==> config.mk <==
export PLATFORM = sky130hd
export DESIGN_NAME = fp_imm_insert
export DESIGN_NICKNAME = d
export VERILOG_FILES = /design/src/rtl/fpimm_pkg.sv /design/src/rtl/fpimm_lead_zero.sv /design/src/rtl/fpimm_widen.sv /design/src/rtl/fpimm_narrow.sv /design/src/rtl/fp_imm_insert.sv
export SDC_FILE = /design/constraint.sdc
export NUM_CORES = 1
export LEC_CHECK = 0
export CORE_MARGIN = 8
export CORE_UTILIZATION = 35
export CTS_CLUSTER_SIZE = 8
export DETAILED_ROUTE_END_ITERATION = 8
export PLACE_DENSITY = 0.65
export SETUP_SLACK_MARGIN = 0.1
export SYNTH_ARGS = -nofsm -noshare
export SYNTH_HDL_FRONTEND = slang
export SYNTH_SLANG_ARGS = --single-unit
==> constraint.sdc <==
create_clock -name clk -period 0.8 [get_ports clk]
set_input_delay 0.12 -clock clk [delete_from_list [all_inputs] [get_ports clk]]
set_output_delay 0.12 -clock clk [all_outputs]
set_load 0.1 [all_outputs]
==> src/rtl/fpimm_pkg.sv <==
package fpimm_pkg;
   typedef enum logic {
      OP_LOAD   = 1'b0,
      OP_INSERT = 1'b1
   } fpimm_op_e;
endpackage

==> src/rtl/fpimm_lead_zero.sv <==
module fpimm_lead_zero #(
   parameter int W  = 23,
   localparam int CW = $clog2(W + 1)
) (
   input  logic [W-1:0]  vec_i,
   output logic [CW-1:0] lz_o
);
   // Scan upward so the highest set bit is the last one to assign.
   always_comb begin
      lz_o = CW'(W);
      for (int i = 0; i < W; i++) begin
         if (vec_i[i]) lz_o = CW'(W - 1 - i);
      end
   end
endmodule

==> src/rtl/fpimm_widen.sv <==
module fpimm_widen #(
   parameter int SE = 8,
   parameter int SF = 23,
   parameter int DE = 11,
   parameter int DF = 52,
   localparam int SW = 1 + SE + SF,
   localparam int DW = 1 + DE + DF
) (
   input  logic [SW-1:0] sp_i,
   output logic [DW-1:0] dp_o
);
   localparam int BIAS_DIFF = (1 << (DE - 1)) - (1 << (SE - 1));
   localparam int PAD       = DF - SF;
   localparam int CW        = $clog2(SF + 1);

   logic          sgn;
   logic [SE-1:0] ex;
   logic [SF-1:0] fr;
   logic [CW-1:0] lz;
   logic [CW-1:0] shamt;
   logic [SF-1:0] fr_norm;

   assign sgn = sp_i[SW-1];
   assign ex  = sp_i[SW-2 -: SE];
   assign fr  = sp_i[SF-1:0];

   fpimm_lead_zero #(.W(SF)) u_lz (
      .vec_i (fr),
      .lz_o  (lz)
   );

   assign shamt   = lz + CW'(1);
   assign fr_norm = fr << shamt;

   always_comb begin
      if (ex == '0 && fr == '0) begin
         dp_o = {sgn, {(DW-1){1'b0}}};
      end else if (ex == '0) begin
         dp_o = {sgn, DE'(BIAS_DIFF) - DE'(lz), fr_norm, {PAD{1'b0}}};
      end else if (ex == '1) begin
         dp_o = {sgn, {DE{1'b1}}, fr, {PAD{1'b0}}};
      end else begin
         dp_o = {sgn, DE'(ex) + DE'(BIAS_DIFF), fr, {PAD{1'b0}}};
      end
   end
endmodule

==> src/rtl/fpimm_narrow.sv <==
module fpimm_narrow #(
   parameter int SE = 8,
   parameter int SF = 23,
   parameter int DE = 11,
   parameter int DF = 52,
   localparam int SW = 1 + SE + SF,
   localparam int DW = 1 + DE + DF
) (
   input  logic [DW-1:0] dp_i,
   output logic [SW-1:0] sp_o
);
   localparam int BIAS_DIFF = (1 << (DE - 1)) - (1 << (SE - 1));
   localparam int DENORM_LO = BIAS_DIFF - SF + 1;
   localparam int PAD       = DF - SF;

   logic          sgn;
   logic [DE-1:0] ex;
   logic [SF-1:0] fr;
   logic [SF:0]   sig;
   logic [DE-1:0] rsh;
   logic [SF:0]   sig_sh;
   logic          in_band;
   logic [PAD-1:0] unused_low;

   assign sgn        = dp_i[DW-1];
   assign ex         = dp_i[DW-2 -: DE];
   assign fr         = dp_i[DF-1 -: SF];
   assign unused_low = dp_i[PAD-1:0];
   assign sig        = {1'b1, fr};
   assign rsh        = DE'(BIAS_DIFF + 1) - ex;
   assign sig_sh     = sig >> rsh;
   assign in_band    = (ex >= DE'(DENORM_LO)) && (ex <= DE'(BIAS_DIFF));

   always_comb begin
      if (in_band) begin
         sp_o = {sgn, {SE{1'b0}}, sig_sh[SF-1:0]};
      end else begin
         sp_o = {sgn, ex[DE-1], ex[SE-2:0], fr};
      end
   end
endmodule

==> src/rtl/fp_imm_insert.sv <==
module fp_imm_insert #(
   parameter int IMM_W    = 16,
   parameter int SP_EXP_W = 8,
   parameter int SP_FRC_W = 23,
   parameter int DP_EXP_W = 11,
   parameter int DP_FRC_W = 52
) (
   input  logic                                 clk,
   input  logic                                 rst_n,
   input  logic                                 issue_i,
   input  logic                                 op_i,
   input  logic [IMM_W-1:0]                     imm_i,
   input  logic [DP_EXP_W+DP_FRC_W:0]           rd_val_i,
   output logic [DP_EXP_W+DP_FRC_W:0]           res_o,
   output logic                                 wr_vld_o
);
   import fpimm_pkg::*;

   localparam int SP_W = 1 + SP_EXP_W + SP_FRC_W;
   localparam int DP_W = 1 + DP_EXP_W + DP_FRC_W;
   localparam int LO_W = SP_W - IMM_W;

   if (DP_FRC_W < SP_FRC_W) begin : g_bad_frac
      $error("double fraction narrower than single fraction");
   end
   if (DP_EXP_W <= SP_EXP_W) begin : g_bad_exp
      $error("double exponent must be wider than single exponent");
   end
   if (IMM_W < SP_EXP_W + 2 || IMM_W >= SP_W) begin : g_bad_imm
      $error("immediate must cover sign, exponent and part of fraction");
   end

   fpimm_op_e       op_e;
   logic [SP_W-1:0] sp_narrow;
   logic [SP_W-1:0] sp_sel;
   logic [DP_W-1:0] dp_wide;
   logic [IMM_W-1:0] unused_lo;

   assign op_e      = fpimm_op_e'(op_i);
   assign unused_lo = sp_narrow[IMM_W-1:0];

   fpimm_narrow #(
      .SE (SP_EXP_W), .SF (SP_FRC_W), .DE (DP_EXP_W), .DF (DP_FRC_W)
   ) u_narrow (
      .dp_i (rd_val_i),
      .sp_o (sp_narrow)
   );

   always_comb begin
      if (op_e == OP_INSERT) sp_sel = {sp_narrow[SP_W-1:IMM_W], imm_i};
      else                   sp_sel = {imm_i, {LO_W{1'b0}}};
   end

   // One widener shared by both forms.
   fpimm_widen #(
      .SE (SP_EXP_W), .SF (SP_FRC_W), .DE (DP_EXP_W), .DF (DP_FRC_W)
   ) u_widen (
      .sp_i (sp_sel),
      .dp_o (dp_wide)
   );

   always_ff @(posedge clk or negedge rst_n) begin
      if (!rst_n) begin
         res_o    <= '0;
         wr_vld_o <= 1'b0;
      end else begin
         wr_vld_o <= issue_i;
         if (issue_i) res_o <= dp_wide;
      end
   end
endmodule

* Word-level counts from Yosys, hierarchy flattened
Cells that the tools add are included.
** Operators by class
- Bitwise gates (word level) :: 0
- Equality and inequality tests :: 1
- Divide/modulo/power cells :: 0
- Reductions and logical operators :: 4
- $lt $le $gt $ge :: 2
- Add/sub/neg operators :: 4
- $mul :: 0
- Shift-type cells :: 2
- Muxes and demuxes :: 28
** Operators with widths (count)
- $mux 63 :: 3
- $mux 5 :: 22
- $mux 32 :: 1
- $mux 31 :: 1
- $shr 24x11->23 :: 1
- $logic_not 23->1 :: 1
- $shl 23x5->23 :: 1
- $add 8x10->11 const B :: 1
- $ge 11x10->1 const B :: 1
- $le 11x10->1 const B :: 1
- $sub 10x11->11 const A :: 1
- $sub 10x5->11 const A :: 1
- $eq 8x8->1 const B :: 1
- $logic_not 8->1 :: 1
- $add 5x1->5 const B :: 1
- $logic_and 1x1->1 :: 2
- $mux 1 :: 1
** Storage, ports and cells
- Memories kept :: 0
- Output and inout port bits :: 65
- RAM bits :: 0
- Memory bits (read-only) :: 0
- Bits in latches :: 0
- Input port bits :: 84
- Register bits after elaboration :: 65

* Longest topological paths before layout
Gate-level depths: netlist of run 1.
- Depth after elaboration :: 31
- Mapped depth :: 22
- Depth with buffers taken out :: 19

* By module
From an unflattened synthesis of run 1, not the netlist that was laid out.
** Second synthesis, totals
- Cell total of the unflattened synthesis :: 711
- Area total of the unflattened synthesis :: 7039.3 sq um
** By module, submodules not included
- fp_imm_insert :: cells an instance 171, sequential area each 1626.6 sq um, area each 3000.4 sq um, times used 1
- fpimm_widen :: cells an instance 262, sequential area each 0.0 sq um, area each 1979.4 sq um, times used 1
- fpimm_narrow :: cells an instance 236, sequential area each 0.0 sq um, area each 1823.0 sq um, times used 1
- fpimm_lead_zero :: cells an instance 42, sequential area each 0.0 sq um, area each 236.5 sq um, times used 1

* Worst setup path before layout of run 1
No wires, ideal clock.
- Path kind :: in2reg
- Start point :: input rd_val_i[53]
- End point :: register res_o[46]
- Required time :: 0.674 ns
- Library setup time :: 0.126 ns
- Path buffers :: 5
- Slack :: -3.588 ns
- Data arrival time :: 4.262 ns
- Cell stages on the path :: 18
- Cell sequence :: buf_2 inv_1 ha_1 clkbuf_1 o22a_1 nor2_1 a221oi_1 o31ai_4 nand2b_1 buf_6 clkbuf_1 ha_1 xnor2_1 buf_2 mux2i_1 mux2i_1 or3_1 o311a_1
** Between the ends
- Longest elaborated chain between the ends :: 15
- Elaborated cells on any way between the ends :: 22
- Those cells by class :: 2 x add/sub; 2 x order compare; 2 x shift; 12 x mux; 4 x reduce/logical
** Ends and longest elaborated chain
- from (decl) :: line fp_imm_insert.sv:13 : input logic [DP_EXP_W+DP_FRC_W:0] rd_val_i,
- $sub 10x11->11 (tied with other cells) :: line fpimm_narrow.sv:30 : assign rsh = DE'(BIAS_DIFF + 1) - ex;
- $shr 24x11->23 or $logic_and 1x1->1 (tied branches) :: line fpimm_narrow.sv:31, fpimm_narrow.sv:32
- $mux 31 (*) :: line fpimm_narrow.sv:35 : if (in_band) begin
- $mux 32 (*) :: line fp_imm_insert.sv:50 : if (op_e == OP_INSERT) sp_sel = {sp_narrow[SP_W-1:IMM_W], imm_i};
- $mux 5 (7 in series) :: line fpimm_lead_zero.sv:12 : if (vec_i[i]) lz_o = CW'(W - 1 - i);
- $add 5x1->5 :: line fpimm_widen.sv:32 : assign shamt = lz + CW'(1);
- $shl 23x5->23 :: line fpimm_widen.sv:33 : assign fr_norm = fr << shamt;
- $mux 63 :: line fpimm_widen.sv:38 : end else if (ex == '0) begin
- $mux 63 (*) :: line fpimm_widen.sv:36 : if (ex == '0 && fr == '0) begin
- to (signal assigned) :: line fp_imm_insert.sv:68 : if (issue_i) res_o <= dp_wide;
- to (decl) :: line fp_imm_insert.sv:14 : output logic [DP_EXP_W+DP_FRC_W:0] res_o,
Mark *: on every way between the ends. The rest lies on a longest branch, timed or not.
A chain may end at the register's enable or synchronous reset.

* Final worst setup path of run 1
- Start point :: input rd_val_i[47]
- End point :: register res_o[46]
** Between the ends
- Longest elaborated chain between the ends :: 14
- Elaborated cells on any way between the ends :: 17
- Those cells by class :: 1 x add/sub; 2 x shift; 12 x mux; 2 x reduce/logical
** Ends and longest elaborated chain
- $shr 24x11->23 :: line fpimm_narrow.sv:31 : assign sig_sh = sig >> rsh;
- $mux 31 (*) :: line fpimm_narrow.sv:35
- $mux 32 (*) :: line fp_imm_insert.sv:50
- $mux 5 (7 in series) :: line fpimm_lead_zero.sv:12
- $add 5x1->5 :: line fpimm_widen.sv:32
- $shl 23x5->23 :: line fpimm_widen.sv:33
- $mux 63 :: line fpimm_widen.sv:38
- $mux 63 (*) :: line fpimm_widen.sv:36
Marks and branches as above.

==> impl_metrics.yaml, run 1 <==
layout:
  syn_to_final_growth_pct: 101.2
  finalNonFillerCells: 995
  fin_area_um2: 8522
  regArea_um2: 1007
  final_common_cell: "buf_4"
  antenna_cells: 0
  nets: 935
  fill_cells: 903
  multi_input_area_um2: 3799
  drive_gt1_frac: 0.5731
  final_cell_mix: "buf_4 (216), nor2_1 (59), nand2_1 (42), buf_12 (42)"
worst_setup_path:
  worstSetupPathType: "in2reg"
  crit_path_max_fanout: 5
  rr_startpoint: "res_o[49]$_DFFE_PN0P_"
  r2r_slack_ns: -0.19
  cp.arrival_ns: 3.73
  worstPathCellList: "clkdlybuf4s50_1, mux2i_2, mux4_2, o21ai_2, buf_6, a21oi_4, o211ai_1, nand2b_4, buf_6, ha_4, buf_12, xor2_4, buf_4, mux2i_4, mux2i_2, or3_1, o311a_1"
  cp.depth: 17
  worst_path_max_delay_cell: "clkdlybuf4s50_1"
  critPathLaunchType: "primary input"
  max_stage_delay_ns: 0.52
  critPathCapture: "res_o[46]$_DFFE_PN0P_"
  cpLargestDelayFamily: "buffers and inverters"
  worstPathRequired_ns: 0.97
  worstSetupStartpoint: "rd_val_i[47]"
  crit_path_end_kind: "register"
  r2r_cells: 4
  rr_endpoint: "res_o[49]$_DFFE_PN0P_"
  cp_num_buf_inv: 5
route:
  wl_per_cell_um: 20.39
  drc_errors: 0
  drtPass1Iterations: 5
  postRouteAntennaNets: 0
  initialDrtViolationCount: 509
  vias: 5573
  wirelength_um: 20290
  viasPerCell: 5.601
placement:
  pre_cts_slack_ns: -3.611
  numPlacedInstances: 924
  postPlaceCellArea_um2: 7032
  io_buffers: 74
  hpwlAfterDp_um: 15760
  gp_congestion: 0.9703
worst_hold_path:
  hold_class: "in2async"
die:
  start_util: 0.3556
  coreArea_um2: 11910
  rows: 40
  die-area_um2: 15880
  die_x_um: 126.0
  ios: 149
  fp.dieH_um: 126.0
timing:
  fin_ws_ns: -2.761
  drv_slew: 0
  hold_ws_ns: 0.2171
  final_hold_viol_count: 0
  worst_pin_slew_ns: 0.5081
  timing.fmax_mhz: 280.8
  rsz0062_at_grt: "true"
  slew_headroom: 0.6584
  fin_crit_ns: 3.561
  fin_skew_ns: 0
  setup_viol: 70
  post-route-period-util: 4.452
synthesis:
  ys.flop_type: "dfrtp_1"
  yosysTopAreaCellShare: 0.2068
  synth_area_um2: 4235
  synth_edf_count: 0
  synth.avg_cell_area_um2: 7.814
  ys_ff_latch: 35
  yosysWarnings: 0
  yosys.cell_types.count: 82
  syn_inst: 542
  synthArstFlopShare: 1.000
  netlist_top_cells_area: "dfrtp_1 (21%), mux2i_1 (8.3%), nor2_1 (6.0%)"
  seq_area_frac_synth: 0.2068
  yosys.area.top_type: "dfrtp_1"
global_routing:
  grt_max_degree: 36
  antenna_found_initial: 0
  grt_overflow: 0
  grt_pass1_wl_um: 31100
  track_usage: 0.2444
  grt_pass1_vias: 5681
clock_tree:
  cts-root-buf: "clkbuf_16"
  h-tree-depth: 2
  cts.clk_slew.worst_paths_ns: 0.06
  tritoncts: "yes"
  cts.sinks: 35
  clk_latency_ns: 0.28
  clockBufferDepth: 2
  cts_buffers: 5
run:
  cap_violations: 0
power_and_ir_drop:
  clkPwrFrac: 0.168
  power.leakage_uw: 0.003617
  power_density_nw_per_um2: 1548
  fin_total_pwr_uw: 13190
  p_comb_frac: 0.658
  p_sw_uw: 5968
  seqPwrFrac: 0.175
  sw_frac_of_total: 0.4523
  ir_drop_mv: 1.072
  p_int_uw: 7226
outcome:
  violations: "setup timing"
  status: "finished with violations"
==> state kept, by name (all words and copies together) (netlist names) <==
register and count:
wr_vld_o 1, res_o 34
==> worst min-delay path by stage <==
| stage | endpoint | start | cells past startpoint | slack, ns |
|---|---|---|---|---|
| global route | res_o[61]$_DFFE_PN0P_ | rst_n | 2 | 0.24 |
| floorplan | res_o[29]$_DFFE_PN0P_ | rst_n | 0 | -0.18 |
| finish | res_o[61]$_DFFE_PN0P_ | rst_n | 2 | 0.22 |
| detailed placement | res_o[61]$_DFFE_PN0P_ | rst_n | 2 | 0.52 |
| global placement | res_o[62]$_DFFE_PN0P_ | rst_n | 2 | 0.52 |
| CTS | res_o[61]$_DFFE_PN0P_ | rst_n | 2 | 0.23 |
==> layer usage <==
layer	GRT usage	share of wire	vias to the layer above
met5	0	0	-
met4	0.09413	0.043	0
met3	0.05823	0.073	72
met2	0.3996	0.46	256
met1	0.3046	0.42	2654
li1	-	-	2591
==> power by group through the flow <==
stage,sequential (uW),combinational (uW),clock (uW)
2_1_floorplan,3650,3090,0
3_3_place_gp,2330,7230,0
3_5_place_dp,2340,7230,0
4_1_cts,2310,7910,2270
5_1_grt,2330,9010,2330
6_report,2300,8680,2220
==> cell families after synthesis <==
family	count (synthesis)	synth area share
buffers and inverters	81	0.1061
adders and majority gates	4	0.01182
other	1	0.0008854
and+or+nand+nor	191	0.2160
AOI/OAI and AO/OA	176	0.2996
xor gates and xnor gates	6	0.02305
DFF	35	0.2068
muxes	48	0.1359
==> cell type report <==
cell class	instances	share of cell area
clock buffer	5	0.01468
clock inverter	3	0.005139
inverter	18	0.01057
multi-input combinational	454	0.4457
sequential	35	0.1182
tap	147	0.02158
timing repair buffer	333	0.3841
==> timing repair <==
| item | 4_1_cts | 5_1_grt |
|---|---|---|
| gates resized for setup | 149 | 74 |
| setup buffers | 39 | 24 |
| gates cloned | 1 | 1 |
| setup endpoints to repair | 70 | 70 |
| hold buffers | 0 | 0 |
| pin swaps | 60 | 46 |
==> synth_stat cells, types with 7 or more instances <==
| cell | count |
|---|---|
| inv_1 | 16 |
| nor2_1 | 68 |
| a21oi_1 | 34 |
| buf_4 | 31 |
| o211ai_1 | 12 |
| nand3_1 | 11 |
| a31oi_1 | 13 |
| nor3_1 | 11 |
| mux2i_1 | 35 |
| o21ai_0 | 37 |
| mux4_2 | 7 |
| dfrtp_1 | 35 |
| nor2b_1 | 12 |
| clkbuf_1 | 21 |
| nand2_1 | 50 |
| buf_2 | 7 |
==> per-stage QoR <==
| step | setup TNS, ns | utilization |
|---|---|---|
| floorplan | -81.14 | - |
| global placement | -108.55 | 0.5903 |
| detailed placement | -111.10 | 0.5903 |
| CTS | -88.59 | 0.6701 |
| global route | -94.54 | 0.7154 |
| finish | -90.09 | 0.7154 |
No activity file was read; power rests on OpenSTA's default activity.
==> run 2: changes to the inputs <==
--- a/constraint.sdc
+++ b/constraint.sdc
@@ -3,2 +3,2 @@
 set_output_delay 0.12 -clock clk [all_outputs]
-set_load 0.1 [all_outputs]
+set_load 0.005 [all_outputs]
==> run 2 against run 1 <==
  * The flow still finishes with violations (setup timing)
  * Power decreased by 27%
  * Critical endpoint is now res_o[47]$_DFFE_PN0P_
  * Core utilization decreased by 7.1 points
  * Die area unchanged
  * Sequential cell count unchanged
  * Setup slack improved by 0.13 ns
  * Sequential power decreased by 10%
  * Non-clock buffer count decreased by 3
  * Critical path type unchanged
  * Sequential share of layout area decreased by 0.40 points
  * Highest routed layer unchanged
  * Global-route usage decreased by 0.31 points
==> impl_metrics.yaml, run 2 (synthesis results as in run 1) <==
route:
  viasPerCell: 5.570
  initialDrtViolationCount: 322
  wl_per_cell_um: 20.13
  drc_errors: 0
  postRouteAntennaNets: 0
  drtPass1Iterations: 8
  vias: 5525
  wirelength_um: 19970
die:
  ios: 149
  coreArea_um2: 11910
  die-area_um2: 15880
  die_x_um: 126.0
  start_util: 0.3556
  rows: 40
  fp.dieH_um: 126.0
layout:
  multi_input_area_um2: 3670
  final_core_util: 0.6440
  syn_to_final_growth_pct: 81.12
  fill_cells: 993
  nets: 932
  top_regs: "res_o x34, wr_vld_o x1"
  drive_gt1_frac: 0.5148
  final_cell_mix: "buf_4 (216), nor2_1 (60), nand2_1 (43)"
  fin_area_um2: 7671
  largest-register: "res_o"
  largest_reg_flops: 34
  final_common_cell: "buf_4"
  regArea_um2: 875.8
  antenna_cells: 0
global_routing:
  grt_pass1_vias: 5709
  antenna_found_initial: 0
  grt_max_degree: 38
  grt_pass1_wl_um: 30910
  grt_overflow: 0
  track_usage: 0.2414
timing:
  fin_skew_ns: 0
  fin_ws_ns: -2.627
  drv_slew: 0
  timing.fmax_mhz: 291.8
  final_hold_viol_count: 0
  setup_viol: 68
  rsz0062_at_grt: "true"
  post-route-period-util: 4.283
  fin_tns_setup_ns: -80.52
  fin_crit_ns: 3.427
  slew_headroom: 0.5628
  worst_pin_slew_ns: 0.6490
  hold_ws_ns: 0.2164
placement:
  hpwlAfterDp_um: 15700
  gp_congestion: 0.9899
  postPlaceCellArea_um2: 6588
  io_buffers: 74
power_and_ir_drop:
  power.leakage_uw: 0.003444
  power_density_nw_per_um2: 1263
  clkPwrFrac: 0.206
  p_int_uw: 5990
  p_sw_uw: 3702
  p_comb_frac: 0.581
  fin_total_pwr_uw: 9692
  seqPwrFrac: 0.213
  ir_drop_mv: 0.9092
  sw_frac_of_total: 0.3820
outcome:
  status: "finished with violations"
  violations: "setup timing"
clock_tree:
  clk_latency_ns: 0.28
  cts_buffers: 5
  cts.sinks: 35
  clockBufferDepth: 2
  cts.clk_slew.worst_paths_ns: 0.06
  tritoncts: "yes"
  h-tree-depth: 2
  cts-root-buf: "clkbuf_16"
worst_setup_path:
  worstPathRequired_ns: 0.97
  worst_path_most_repeated_cell: "buf_6"
  worstPathCellList: "buf_8, inv_6, ha_4, nand3b_1, o22ai_4, buf_6, nand3_4, buf_6, a31oi_4, buf_4, nand3_2, or3_4, or4_4, xor2_4, buf_6, buf_4, nand4_1, nand2_1, o31ai_1"
  worst_path_max_delay_cell: "or4_4"
  cp_num_buf_inv: 7
  critPathLaunchType: "primary input"
  crit_path_end_kind: "register"
  cpLargestDelayFamily: "simple AND/OR/NAND/NOR gates"
  worstSetupPathType: "in2reg"
  crit_path_max_fanout: 6
  cp.arrival_ns: 3.60
  max_stage_delay_ns: 0.55
worst_hold_path:
  hold_class: "in2async"
run:
  cap_violations: 0
-- run 2: cell types whose count changed in the layout (fill, tap and decap cells not counted), sizes merged --
cell           previous run  this run
bufinv                    1         0
buf                     302       299
dlygate4sd2               7        11
inv                      16        19
clkinvlp                  0         2
clkdlybuf4s50            20        16
clkinv                    4         0
-- run 2: power groups by stage --
| stage | clock, uW | sequential (uW) | combinational, uW |
|---|---|---|---|
| detailed placement | 0 | 2110 | 4780 |
| global placement | 0 | 2100 | 4760 |
| global route | 2090 | 2080 | 5980 |
| CTS | 2020 | 2060 | 5330 |
| floorplan | 0 | 2110 | 2470 |
| finish | 2000 | 2060 | 5630 |
-- run 2: layer usage --
layer,part of all wire,up-vias,track usage,wire length [um]
met5,0,-,0,0
met2,0.51,258,0.4385,10220
li1,-,2571,-,-
met3,0.055,58,0.03797,1107
met1,0.38,2638,0.2686,7657
met4,0.049,0,0.1175,988
-- run 2: final cells by class --
class,count,share of cell area
repair buffers,330,0.3530
multi-input cells,454,0.4784
clock inverters,3,0.003099
flip-flops and latches,35,0.1142
clock buffers,5,0.01631
inverters,18,0.01109
well taps,147,0.02398
-- run 2: final timing paths --
kind / start / end / slack (ns) / cells after the start
worst max-delay path: rd_val_i[54] / res_o[47]$_DFFE_PN0P_ / -2.63 / 19
worst min-delay path: rst_n / res_o[42]$_DFFE_PN0P_ / 0.22 / 2
worst max register to register: res_o[46]$_DFFE_PN0P_ / res_o[46]$_DFFE_PN0P_ / -0.21 / 4
worst min register to register: res_o[40]$_DFFE_PN0P_ / res_o[40]$_DFFE_PN0P_ / 0.52 / 2
max in group asynchronous: rst_n / res_o[52]$_DFFE_PN0P_ / 0.39 / 2
min in group clk: issue_i / wr_vld_o$_DFF_PN0_ / 0.33 / 2
-- run 2: timing repair --
action                     in CTS  in global routing
pin swaps                      58                 16
hold buffers                    0                  0
setup endpoints to repair      70                 70
setup buffers                  46                  7
cloned                          1                  0
resized for setup             305                 39
-- run 2: through the flow --
step                      std cells  setup slack [ns]
after detailed placement        932            -3.841
after floorplan                 570            -2.740
after global routing            992            -2.732
final                           992            -2.627
after CTS                       986            -2.603
after global placement          932            -3.771
-- run 2: worst register-to-register path: cells and delay by family, from the launching register on --
kind / cells / cell delay (ns)
DFF: 1 / 0.37
buffers and inverters: 2 / 0.24
AOI/OAI and AO/OA: 2 / 0.28
==> run 3: changes to the inputs <==
ABC_CLOCK_PERIOD_IN_PS = 800   (was not set)
==> results of run 3 <==
The final DEF is identical to that of run 2; final timing and power are the same.
